**config.mk**
```make
export PLATFORM = sky130hd
export DESIGN_NAME = pio_cycle_timer
export DESIGN_NICKNAME = d
export VERILOG_FILES = /design/src/rtl/pio_timer_pkg.sv /design/src/rtl/pio_setup_merge.sv /design/src/rtl/pio_set_select.sv /design/src/rtl/pio_phase_fsm.sv /design/src/rtl/pio_cycle_timer.sv
export SDC_FILE = /design/constraint.sdc
export NUM_CORES = 1
export LEC_CHECK = 0
export BUFFER_PORTS_ARGS = -buffer_cell sky130_fd_sc_hd__buf_2
export CAP_MARGIN = 20
export CORE_MARGIN = 8
export CORE_UTILIZATION = 50
export DETAILED_ROUTE_END_ITERATION = 16
export GPL_TIMING_DRIVEN = 0
export MAX_ROUTING_LAYER = met4
export PLACE_DENSITY = 0.88
export SKIP_CTS_REPAIR_TIMING = 1
export SLEW_MARGIN = 20
export SYNTH_ARGS = -nofsm -noshare
export SYNTH_HDL_FRONTEND = slang
export SYNTH_SLANG_ARGS = --single-unit
```
**constraint.sdc**
```tcl
create_clock -name clk -period 2.3 [get_ports clk]
set_input_delay 0.23 -clock clk [delete_from_list [all_inputs] [get_ports clk]]
set_output_delay 0.23 -clock clk [all_outputs]
set_load 0.01 [all_outputs]
```
**src/rtl/pio_timer_pkg.sv**
```systemverilog
package pio_timer_pkg;

    typedef enum logic [1:0] {
        ST_IDLE  = 2'd0,
        ST_SETUP = 2'd1,
        ST_DATA  = 2'd2,
        ST_RECOV = 2'd3
    } phase_e;

    function automatic int max3(input int a, input int b, input int c);
        int m;
        m = (a > b) ? a : b;
        return (m > c) ? m : c;
    endfunction

endpackage

```
**src/rtl/pio_setup_merge.sv**
```systemverilog
module pio_setup_merge #(
    parameter int SETUP_W = 2,
    parameter int CNT_W   = 5
) (
    input  logic [SETUP_W-1:0] setup_d0,
    input  logic [SETUP_W-1:0] setup_d1,
    output logic [CNT_W-1:0]   setup_rl
);
    // Both drives share one setup timing, so the slower one decides.
    logic [SETUP_W-1:0] wider;

    always_comb begin
        wider    = (setup_d0 > setup_d1) ? setup_d0 : setup_d1;
        setup_rl = CNT_W'(wider);
    end
endmodule

```
**src/rtl/pio_set_select.sv**
```systemverilog
module pio_set_select #(
    parameter int DATA_W = 4,
    parameter int REC_W  = 4,
    parameter int CNT_W  = 5
) (
    input  logic                         req_sel,
    input  logic                         req_wr,
    input  logic                         swap_sets,
    input  logic [2*DATA_W+2*REC_W-1:0]  tset_a,
    input  logic [2*DATA_W+2*REC_W-1:0]  tset_b,
    output logic [CNT_W-1:0]             data_rl,
    output logic [CNT_W-1:0]             rec_rl
);
    localparam int SET_W    = 2*DATA_W + 2*REC_W;
    localparam int WR_REC_LO = 0;
    localparam int WR_DAT_LO = REC_W;
    localparam int RD_REC_LO = REC_W + DATA_W;
    localparam int RD_DAT_LO = 2*REC_W + DATA_W;

    logic [SET_W-1:0]  chosen;
    logic [DATA_W-1:0] dat_f;
    logic [REC_W-1:0]  rec_f;

    always_comb begin
        chosen = (req_sel ^ swap_sets) ? tset_b : tset_a;
        if (req_wr) begin
            dat_f = chosen[WR_DAT_LO +: DATA_W];
            rec_f = chosen[WR_REC_LO +: REC_W];
        end else begin
            dat_f = chosen[RD_DAT_LO +: DATA_W];
            rec_f = chosen[RD_REC_LO +: REC_W];
        end
        // Reload values are the phase length minus one.
        data_rl = CNT_W'(dat_f);
        rec_rl  = CNT_W'(rec_f) + CNT_W'(1);
    end
endmodule

```
**src/rtl/pio_phase_fsm.sv**
```systemverilog
module pio_phase_fsm
    import pio_timer_pkg::*;
#(
    parameter int CNT_W = 5
) (
    input  logic             clk,
    input  logic             rst_n,
    input  logic             req,
    input  logic             req_wr,
    input  logic [CNT_W-1:0] setup_rl,
    input  logic [CNT_W-1:0] data_rl,
    input  logic [CNT_W-1:0] rec_rl,
    output logic             busy,
    output logic             strb_rd,
    output logic             strb_wr,
    output logic             done
);
    phase_e           state, state_nx;
    logic [CNT_W-1:0] cnt, cnt_nx;
    logic             wr_q;
    logic [CNT_W-1:0] data_q, rec_q;
    logic             accept;
    logic             last;

    assign accept = (state == ST_IDLE) && req;
    assign last   = (cnt == '0);

    always_ff @(posedge clk or negedge rst_n) begin
        if (!rst_n) begin
            state  <= ST_IDLE;
            cnt    <= '0;
            wr_q   <= 1'b0;
            data_q <= '0;
            rec_q  <= '0;
        end else begin
            state <= state_nx;
            cnt   <= cnt_nx;
            if (accept) begin
                wr_q   <= req_wr;
                data_q <= data_rl;
                rec_q  <= rec_rl;
            end
        end
    end

    always_comb begin
        state_nx = state;
        cnt_nx   = cnt;
        unique case (state)
            ST_IDLE: begin
                if (req) begin
                    state_nx = ST_SETUP;
                    cnt_nx   = setup_rl;
                end
            end
            ST_SETUP: begin
                if (last) begin
                    state_nx = ST_DATA;
                    cnt_nx   = data_q;
                end else begin
                    cnt_nx = cnt - CNT_W'(1);
                end
            end
            ST_DATA: begin
                if (last) begin
                    state_nx = ST_RECOV;
                    cnt_nx   = rec_q;
                end else begin
                    cnt_nx = cnt - CNT_W'(1);
                end
            end
            ST_RECOV: begin
                if (last) begin
                    state_nx = ST_IDLE;
                    cnt_nx   = '0;
                end else begin
                    cnt_nx = cnt - CNT_W'(1);
                end
            end
            default: begin
                state_nx = ST_IDLE;
                cnt_nx   = '0;
            end
        endcase
    end

    always_comb begin
        busy    = 1'b1;
        strb_rd = 1'b0;
        strb_wr = 1'b0;
        done    = 1'b0;
        unique case (state)
            ST_IDLE:  busy = 1'b0;
            ST_SETUP: ;
            ST_DATA: begin
                strb_rd = ~wr_q;
                strb_wr = wr_q;
            end
            ST_RECOV: done = last;
            default:  busy = 1'b0;
        endcase
    end
endmodule

```
**src/rtl/pio_cycle_timer.sv**
```systemverilog
module pio_cycle_timer
    import pio_timer_pkg::*;
#(
    parameter int SETUP_W = 2,
    parameter int DATA_W  = 4,
    parameter int REC_W   = 4
) (
    input  logic                        clk,
    input  logic                        rst_n,
    input  logic                        req,
    input  logic                        req_sel,
    input  logic                        req_wr,
    input  logic                        swap_sets,
    input  logic [SETUP_W-1:0]          setup_d0,
    input  logic [SETUP_W-1:0]          setup_d1,
    input  logic [2*DATA_W+2*REC_W-1:0] tset_a,
    input  logic [2*DATA_W+2*REC_W-1:0] tset_b,
    output logic                        busy,
    output logic                        strb_rd,
    output logic                        strb_wr,
    output logic                        done
);
    // Recovery reload reaches 2**REC_W, hence one extra bit there.
    localparam int CNT_W = max3(SETUP_W, DATA_W, REC_W + 1);

    logic [CNT_W-1:0] setup_rl, data_rl, rec_rl;

    pio_setup_merge #(.SETUP_W(SETUP_W), .CNT_W(CNT_W)) u_merge (
        .setup_d0 (setup_d0),
        .setup_d1 (setup_d1),
        .setup_rl (setup_rl)
    );

    pio_set_select #(.DATA_W(DATA_W), .REC_W(REC_W), .CNT_W(CNT_W)) u_select (
        .req_sel   (req_sel),
        .req_wr    (req_wr),
        .swap_sets (swap_sets),
        .tset_a    (tset_a),
        .tset_b    (tset_b),
        .data_rl   (data_rl),
        .rec_rl    (rec_rl)
    );

    pio_phase_fsm #(.CNT_W(CNT_W)) u_fsm (
        .clk      (clk),
        .rst_n    (rst_n),
        .req      (req),
        .req_wr   (req_wr),
        .setup_rl (setup_rl),
        .data_rl  (data_rl),
        .rec_rl   (rec_rl),
        .busy     (busy),
        .strb_rd  (strb_rd),
        .strb_wr  (strb_wr),
        .done     (done)
    );
endmodule

```
### Word level (Yosys, flattened, before mapping)

Index checks and enable logic that the tools add are counted.
Widths: inputs -> output; s select.

| storage, ports and cells | value |
|---|---|
| bits in registers | 17 |
| input port bits | 42 |
| output and inout port bits | 4 |

| operators by class | value |
|---|---|
| add/sub/neg operators | 2 |
| order comparisons | 1 |
| eq/ne operators | 7 |
| multiplexer cells | 18 |
| bitwise gates (word level) | 2 |
| reductions and logical operators | 4 |

Operator list:

| operator | count |
|---|---|
| $mux 5 | 4 |
| $pmux 5 s4 | 1 |
| $mux 16 | 1 |
| $mux 2 | 5 |
| $mux 4 | 2 |
| $pmux 2 s4 | 1 |
| $ne 2x1->1 const B | 3 |
| $add 4x1->5 const B | 1 |
| $logic_not 5->1 | 1 |
| $sub 5x1->5 const B | 1 |
| $eq 2x2->1 const B | 2 |
| $mux 1 | 4 |
| $reduce_and 4->1 | 1 |
| $eq 2x1->1 const B | 1 |
| $gt 2x2->1 | 1 |
| $logic_not 2->1 | 1 |
| $ne 2x2->1 const B | 1 |
| $logic_and 1x1->1 | 1 |
| $not 1->1 | 1 |
| $xor 1x1->1 | 1 |

### Depth between registers and ports, before layout

Gate-level depths: netlist (run 1).

| logic depth | value |
|---|---|
| word-level depth | 4 |
| mapped depth | 7 |

### By module

A second synthesis (run 1) with hierarchy kept.

| unflattened totals | value |
|---|---|
| cells, all modules | 123 |
| area, all modules | 1405.1 sq um |

By module, submodules not included:

| module | instances | cells each | area an instance (sq um) | sequential area each (sq um) |
|---|---|---|---|---|
| pio_phase_fsm | 1 | 90 | 1009.7 | 450.4 |
| pio_set_select | 1 | 18 | 291.5 | 0.0 |
| pio_setup_merge | 1 | 15 | 103.8 | 0.0 |

### Least setup slack after synthesis (run 1)

No wires, ideal clock.

| timing | value |
|---|---|
| path kind | reg-to-reg |
| start point | register u_fsm.cnt[0] |
| end point | register u_fsm.cnt[1] |
| data arrival time | 1.660 ns |
| required time | 2.161 ns |
| path slack | 0.501 ns |
| cell stages (with the launch flop) | 8 |
| period minus slack after synthesis | 1.799 ns |
| path through | dfrtp_1 inv_1 ha_1 or4b_4 a221oi_2 a21oi_1 a221oi_1 a21oi_1 |

| between the ends | value |
|---|---|
| cells in the longest elaborated chain, start to end | 3 |

RTL lines:

| what | RTL line | RTL |
|---|---|---|
| from (decl) | pio_phase_fsm.sv:19 | `logic [CNT_W-1:0] cnt, cnt_nx;` |
| from (signal assigned) | pio_phase_fsm.sv:37 | `cnt <= cnt_nx;` |
| $sub 5x1->5 or $logic_not 5->1 (tied branches) | -- |  |
| $mux 5, on equally long branches | pio_phase_fsm.sv:73, pio_phase_fsm.sv:57, pio_phase_fsm.sv:65 |  |
| $pmux 5 s4 (*) | pio_phase_fsm.sv:49 | `unique case (state)` |

Mark *: on every way between the ends. The rest lies on a longest branch, timed or not.
A chain may end at the register's enable or synchronous reset.

### Final worst setup path (run 1)

| timing | value |
|---|---|
| start point | register u_fsm.state[0] |
| end point | register u_fsm.state[1] |

| between the ends | value |
|---|---|
| cells in the longest elaborated chain, start to end | 3 |

RTL lines:

| what | RTL line | RTL |
|---|---|---|
| from (decl) | pio_phase_fsm.sv:18 | `phase_e state, state_nx;` |
| from (signal assigned) | pio_phase_fsm.sv:36 | `state <= state_nx;` |
| $eq 2x2->1 (tied with other cells) | pio_phase_fsm.sv:49 |  |
| $ne 2x1->1 (no line) or $ne 2x2->1 (tied branches) | -- |  |
| $reduce_and 4->1 (no line) | -- |  |

Parallel ways exist; a longest one is shown, timed or not.

==> out/qor.txt, run 1 <==
Max-slew headroom: 62.59%
Mapped Cells: 119
Largest net degree at the start of global routing: 18
Final Slew Violations: 0
Crit path DAT: 2220 ps
Setup crit end kind: flip-flop
Crit-path leading delay family: simple AND/OR/NAND/NOR gates
Period Utilization, post-route: 88.60%
Fillers: 210
Unique cell type count in the Yosys netlist: 36
Vert. Die Dim: 67.33 µm
Pre-CTS setup slack: 327.3 ps
Worst setup path startpoint: u_fsm.state[0]
Syn_nets: 171
Post-DP Area: 1575 µm²
Max incr delay on CP: 490 ps
Syn Area/Cell: 11.07 µm²
Top cell type by total area after synthesis: dfrtp_1
Io pins: 46
WL per Instance: 14.37 µm
FMAX: 490.7 MHz
Class of the worst hold path: in2reg
Vias per cell: 5.712
CTS tree: done
Clock latency on the worst-skew pair: 290 ps
Placed cell count: 193
GP Congestion: 0.8546
Antenna Cells: 0
Die X-Extent: 67.33 µm
Remaining antenna violation count after routing: 0
CP startpoint kind: flip-flop
DRC: 0
Root buf cell: clkbuf_4
Worst-margin pin slew: 559.1 ps
Post-route insts no fill: 198
Largest cells by area after synthesis: dfrtp_1, mux4_1, ha_1
Max FO, Critical Path: 10
Top cell type's share of synthesized area: 32.29%
Met2 usage: 25.21%
Grt met3 use: 2.152%
PD cells: 986.0 nW/µm²
Post-synthesis sequential area ratio: 32.29%
Vias post-DR: 1131
Leakage: 0.7713 nW
Final hold vios: 0
Initial Util: 53.18%
Peak supply drop: 0.0005829 V
Switching part of the total: 41.33%
CTS sink count: 17
R2R Path Start: u_fsm.state[0]
Final TNS setup: 0 ps
Critical Path Sink: u_fsm.state[1]
Deepest clock path buffer count: 2
Share of post-route cells with drive strength above 1: 38.10%
TritonCTS Buffers: 3
Nets: 221
Setup Skew: 7.982 ps
Worst Path Required: 2480 ps
DP Wirelength: 2462 µm
Critical path, cell by cell: inv_1 > ha_1 > clkbuf_1 > nor3_1 > o22ai_1 > mux2_2
Final setup viols: 0
Tot GR Track Use: 14.10%
Sequential cell area: 425.4 µm²
Cell internal pwr: 0.9330 mW
Setup CP Type: reg2reg
Multi-input logic area: 835.8 µm²
P_sw: 0.6572 mW
Yosys reg bits: 17
Clk pwr share: 10.0%
Post-Syn Area: 1318 µm²
Post-route minimum period: 2038 ps
Htree depth: 1
Core Rows: 18
Fin area: 1613 µm²
Sequential power share: 33.6%
Reg2reg path depth: 6
Status: completed
Number of cells on the critical path: 6
Unrepaired setup endpoints after global routing: no
DRT Pass-1 Iters: 5
Vias in the first global route: 1266
Reported max-cap violation count: 0
Total gr overflow: 0
Final wirelength: 2846 µm
Logic pwr share: 56.4%
Initial DRC count: 40
Clock transition at path regs: 110 ps
Die Area: 4533 µm²
GRT busiest layer: met2
Met1 Usage GRT: 14.63%
Reg-to-reg endpoint: u_fsm.state[1]
Placeable core region: 2477 µm²
Ys Warns: 0
Initial antenna violation count: 0
Worst Path Buf+Inv: 2
P&R area growth vs syn: 22.41%
R2R Setup Slk: 260 ps
Slowest CP cell: nor3_1
Setup WS post-layout: 262.2 ps
First-pass GRT wire length: 4974 µm
Port bufs: 44
[through the flow]
| step | power, mW | hold slack (ps) | util (%) |
|---|---|---|---|
| finish | 1.590 | 222.9 | 65.10 |
| detailed placement | 1.429 | 168.0 | 63.59 |
| global route | 1.723 | 228.0 | 65.10 |
| floorplan | 1.198 | -65.59 | - |
| global placement | 1.367 | 163.2 | 63.59 |
| CTS | 1.587 | -154.3 | 64.70 |
[cells in the mapped netlist, drive strengths merged]
library cell  count
xnor2             3
and2              4
a22o              1
a311oi            1
nor4b             1
a21oi             6
dfrtp            17
o22ai             1
mux2              8
o21a              1
xor2              1
nor2              5
o21ai             7
a221oi            3
nand3b            1
buf               1
ha               10
a211oi            1
or3               1
nor3              4
nand2             9
nand3             2
nand2b            1
nor2b             2
o31ai             5
mux4              8
or4b              1
a32oi             1
clkbuf            3
nor3b             1
inv               9
[power by group through the flow]
stage / registers, mW / clock network [mW] / logic (mW)
2_1_floorplan: 0.508 / 0 / 0.689
3_3_place_gp: 0.528 / 0 / 0.839
3_5_place_dp: 0.540 / 0 / 0.889
4_1_cts: 0.533 / 0.161 / 0.892
5_1_grt: 0.547 / 0.172 / 1.00
6_report: 0.535 / 0.159 / 0.896
[per-layer routing]
metal / share of wire, % / vias up
met5: 0 / -
met4: 1.2 / 0
met3: 4.5 / 2
met2: 51 / 53
met1: 44 / 528
li1: - / 548
[sequential cells by signal (all words and copies together), names as in the netlist]
| signal | cells |
|---|---|
| u_fsm.cnt | 5 |
| u_fsm.rec_q | 5 |
| u_fsm.state | 2 |
| u_fsm.wr_q | 1 |
| u_fsm.data_q | 4 |
[final cells by class]
class / count / area share, %
Multi-Input combinational cell: 89 / 51.82
Timing Repair Buffer: 45 / 14.27
Clock inverter: 1 / 0.3103
Tap cell: 30 / 2.327
Clock buffer: 3 / 1.396
Inverter: 9 / 2.095
Sequential cell: 17 / 26.38
Buffer: 4 / 1.396
[cells by family after synthesis]
group                      Yosys count  synth area share, %
AOI/OAI and AO/OA                   27                13.87
DFF                                 17                32.29
muxes                               16                22.22
xor gates and xnor gates             4                4.084
buffers and inverters               13                4.273
adders and majority gates           10                9.497
and+or+nand+nor                     32                13.77
[placed cells by master (no fill, tap or decap), types with 2 or more instances in the layout]
cell type  instances
dfrtp_1           17
clkbuf_1           3
xnor2_1            2
a221oi_1           2
o31ai_1            5
mux4_1             6
mux4_2             2
buf_2             44
inv_1              9
ha_1              10
o21ai_0            6
a21oi_1            6
clkbuf_4           3
nor2b_1            2
mux2_2             8
nor3_1             4
nor2_1             5
nand2_1            9
and2_1             4
[worst min-delay path by stage]
stage               startpoint      endpoint  depth (start not counted)
detailed placement       rst_n  u_fsm.cnt[2]                          1
global placement         rst_n  u_fsm.cnt[3]                          1
floorplan                rst_n  u_fsm.cnt[0]                          0
finish                  req_wr    u_fsm.wr_q                          2
global route            req_wr    u_fsm.wr_q                          2
CTS                      rst_n  u_fsm.cnt[2]                          1
No activity file was read; power rests on OpenSTA's default activity.
==> run 2, diff against run 1 <==
--- a/config.mk
+++ b/config.mk
@@ -13,6 +13,7 @@
 export GPL_TIMING_DRIVEN = 0
 export MAX_ROUTING_LAYER = met4
 export PLACE_DENSITY = 0.88
+export RECOVER_POWER = 50
 export SKIP_CTS_REPAIR_TIMING = 1
 export SLEW_MARGIN = 20
 export SYNTH_ARGS = -nofsm -noshare
==> run 2 against run 1 <==
  * Sequential power about the same
  * Sequential share of layout area about the same
  * Register-to-register slack about the same
  * Setup slack unchanged
  * First-iteration DRC count unchanged
  * Combinational power about the same
  * Die area unchanged
  * Global-route usage unchanged
  * Routed wire length about the same
  * Critical path type unchanged
  * Largest power group unchanged
==> out/qor.txt, run 2 (synthesized netlist as in run 1, its figures left out) <==
Die X-Extent: 67.33 µm
Die Area: 4533 µm²
DRT Pass-1 Iters: 5
GP Congestion: 0.8546
Io pins: 46
Largest net degree at the start of global routing: 18
P&R area growth vs syn: 22.32%
Share of post-route cells with drive strength above 1: 37.50%
Setup crit end kind: flip-flop
Tot GR Track Use: 14.10%
Worst-margin pin slew: 893.5 ps
Initial DRC count: 40
Multi-input logic area: 835.8 µm²
Leakage: 0.7685 nW
R2R Path Start: u_fsm.state[0]
Reg-to-reg endpoint: u_fsm.state[1]
Vias post-DR: 1131
CTS tree: done
Sequential cell area: 425.4 µm²
Period Utilization, post-route: 88.60%
Remaining antenna violation count after routing: 0
Worst Path Required: 2480 ps
Post-route minimum period: 2038 ps
Clock transition at path regs: 110 ps
Worst setup path startpoint: u_fsm.state[0]
Class of the worst hold path: in2reg
WL per Instance: 14.37 µm
Final Slew Violations: 0
Most common library cell in the layout ignoring fill and taps: buf_2
PD cells: 986.6 nW/µm²
Setup CP Type: reg2reg
Status: completed
FMAX: 490.7 MHz
Final TNS setup: 0 ps
Setup Skew: 7.982 ps
TritonCTS Buffers: 3
Largest registers: u_fsm.cnt (5), u_fsm.rec_q (5), u_fsm.data_q (4)
Peak supply drop: 0.0005826 V
Unrepaired setup endpoints after global routing: no
Vias per cell: 5.712
Final setup viols: 0
Deepest clock path buffer count: 2
Root buf cell: clkbuf_4
Critical Path Sink: u_fsm.state[1]
DRC: 0
CP startpoint kind: flip-flop
Most frequent cells in the layout: buf_2, dfrtp_1, ha_1
Max-slew headroom: 40.43%
Clock latency on the worst-skew pair: 290 ps
CTS sink count: 17
Placeable core region: 2477 µm²
Final core occ: 65.05%
Fillers: 210
Total gr overflow: 0
Nets: 221
Final wirelength: 2845 µm
Reg2reg path depth: 6
Worst Hold Path Cells: 2
Final hold vios: 0
Port bufs: 44
R2R Setup Slk: 260 ps
Vert. Die Dim: 67.33 µm
Reported max-cap violation count: 0
Vias in the first global route: 1266
Initial antenna violation count: 0
Htree depth: 1
Initial Util: 53.18%
Max FO, Critical Path: 10
Antenna Cells: 0
DP Wirelength: 2462 µm
Core Rows: 18
Crit path DAT: 2220 ps
First-pass GRT wire length: 4974 µm
run 2: power breakdown:
part | internal [mW] | total (mW) | switching [mW]
Clock | 0.0645 | 0.159 | 0.0947
Combinational | 0.433 | 0.896 | 0.463
Sequential | 0.435 | 0.534 | 0.0997
Total | 0.933 | 1.59 | 0.657
run 2: metrics by stage:
step           setup WS, ps  hold slack, ps  instance area [µm²]  instances  total power [mW]
3_5_place_dp          327.3           168.0                 1575        193             1.429
3_3_place_gp          341.5           163.2                 1575        193             1.367
5_1_grt               107.3           228.0                 1612        198             1.723
6_report              262.2           222.9                 1612        198             1.590
4_1_cts               282.1          -154.3                 1603        197             1.587
2_1_floorplan         501.0          -65.59                 1318        119             1.198
run 2: worst max-delay path, stage by stage (launching register included):
cell      delay [ps]
dfrtp_1          400
inv_1            110
ha_1             210
clkbuf_1         210
nor3_1           490
o22ai_1          200
mux2_2           320
run 2: worst min-delay path by stage:
stage | from | end | slack [ps]
after floorplan | rst_n | u_fsm.cnt[0] | -70
after global placement | rst_n | u_fsm.cnt[3] | 160
after detailed placement | rst_n | u_fsm.cnt[2] | 170
after CTS | rst_n | u_fsm.cnt[2] | -150
after global routing | req_wr | u_fsm.wr_q | 230
final | req_wr | u_fsm.wr_q | 220
run 2: cell type report:
class / instances / share of cell area (%)
well taps: 30 / 2.329
clock inverters: 1 / 0.3106
inverters: 9 / 2.096
multi-input cells: 89 / 51.86
flip-flops and latches: 17 / 26.40
clock buffers: 3 / 1.398
repair buffers: 45 / 14.21
plain buffers: 4 / 1.398
run 2: per-layer routing:
metal	GRT usage (%)	wire [µm]	vias to the layer above
li1	-	-	548
met1	14.63	1241	528
met2	25.21	1440	53
met3	2.152	128	2
met4	7.311	34	0
met5	-	0	-
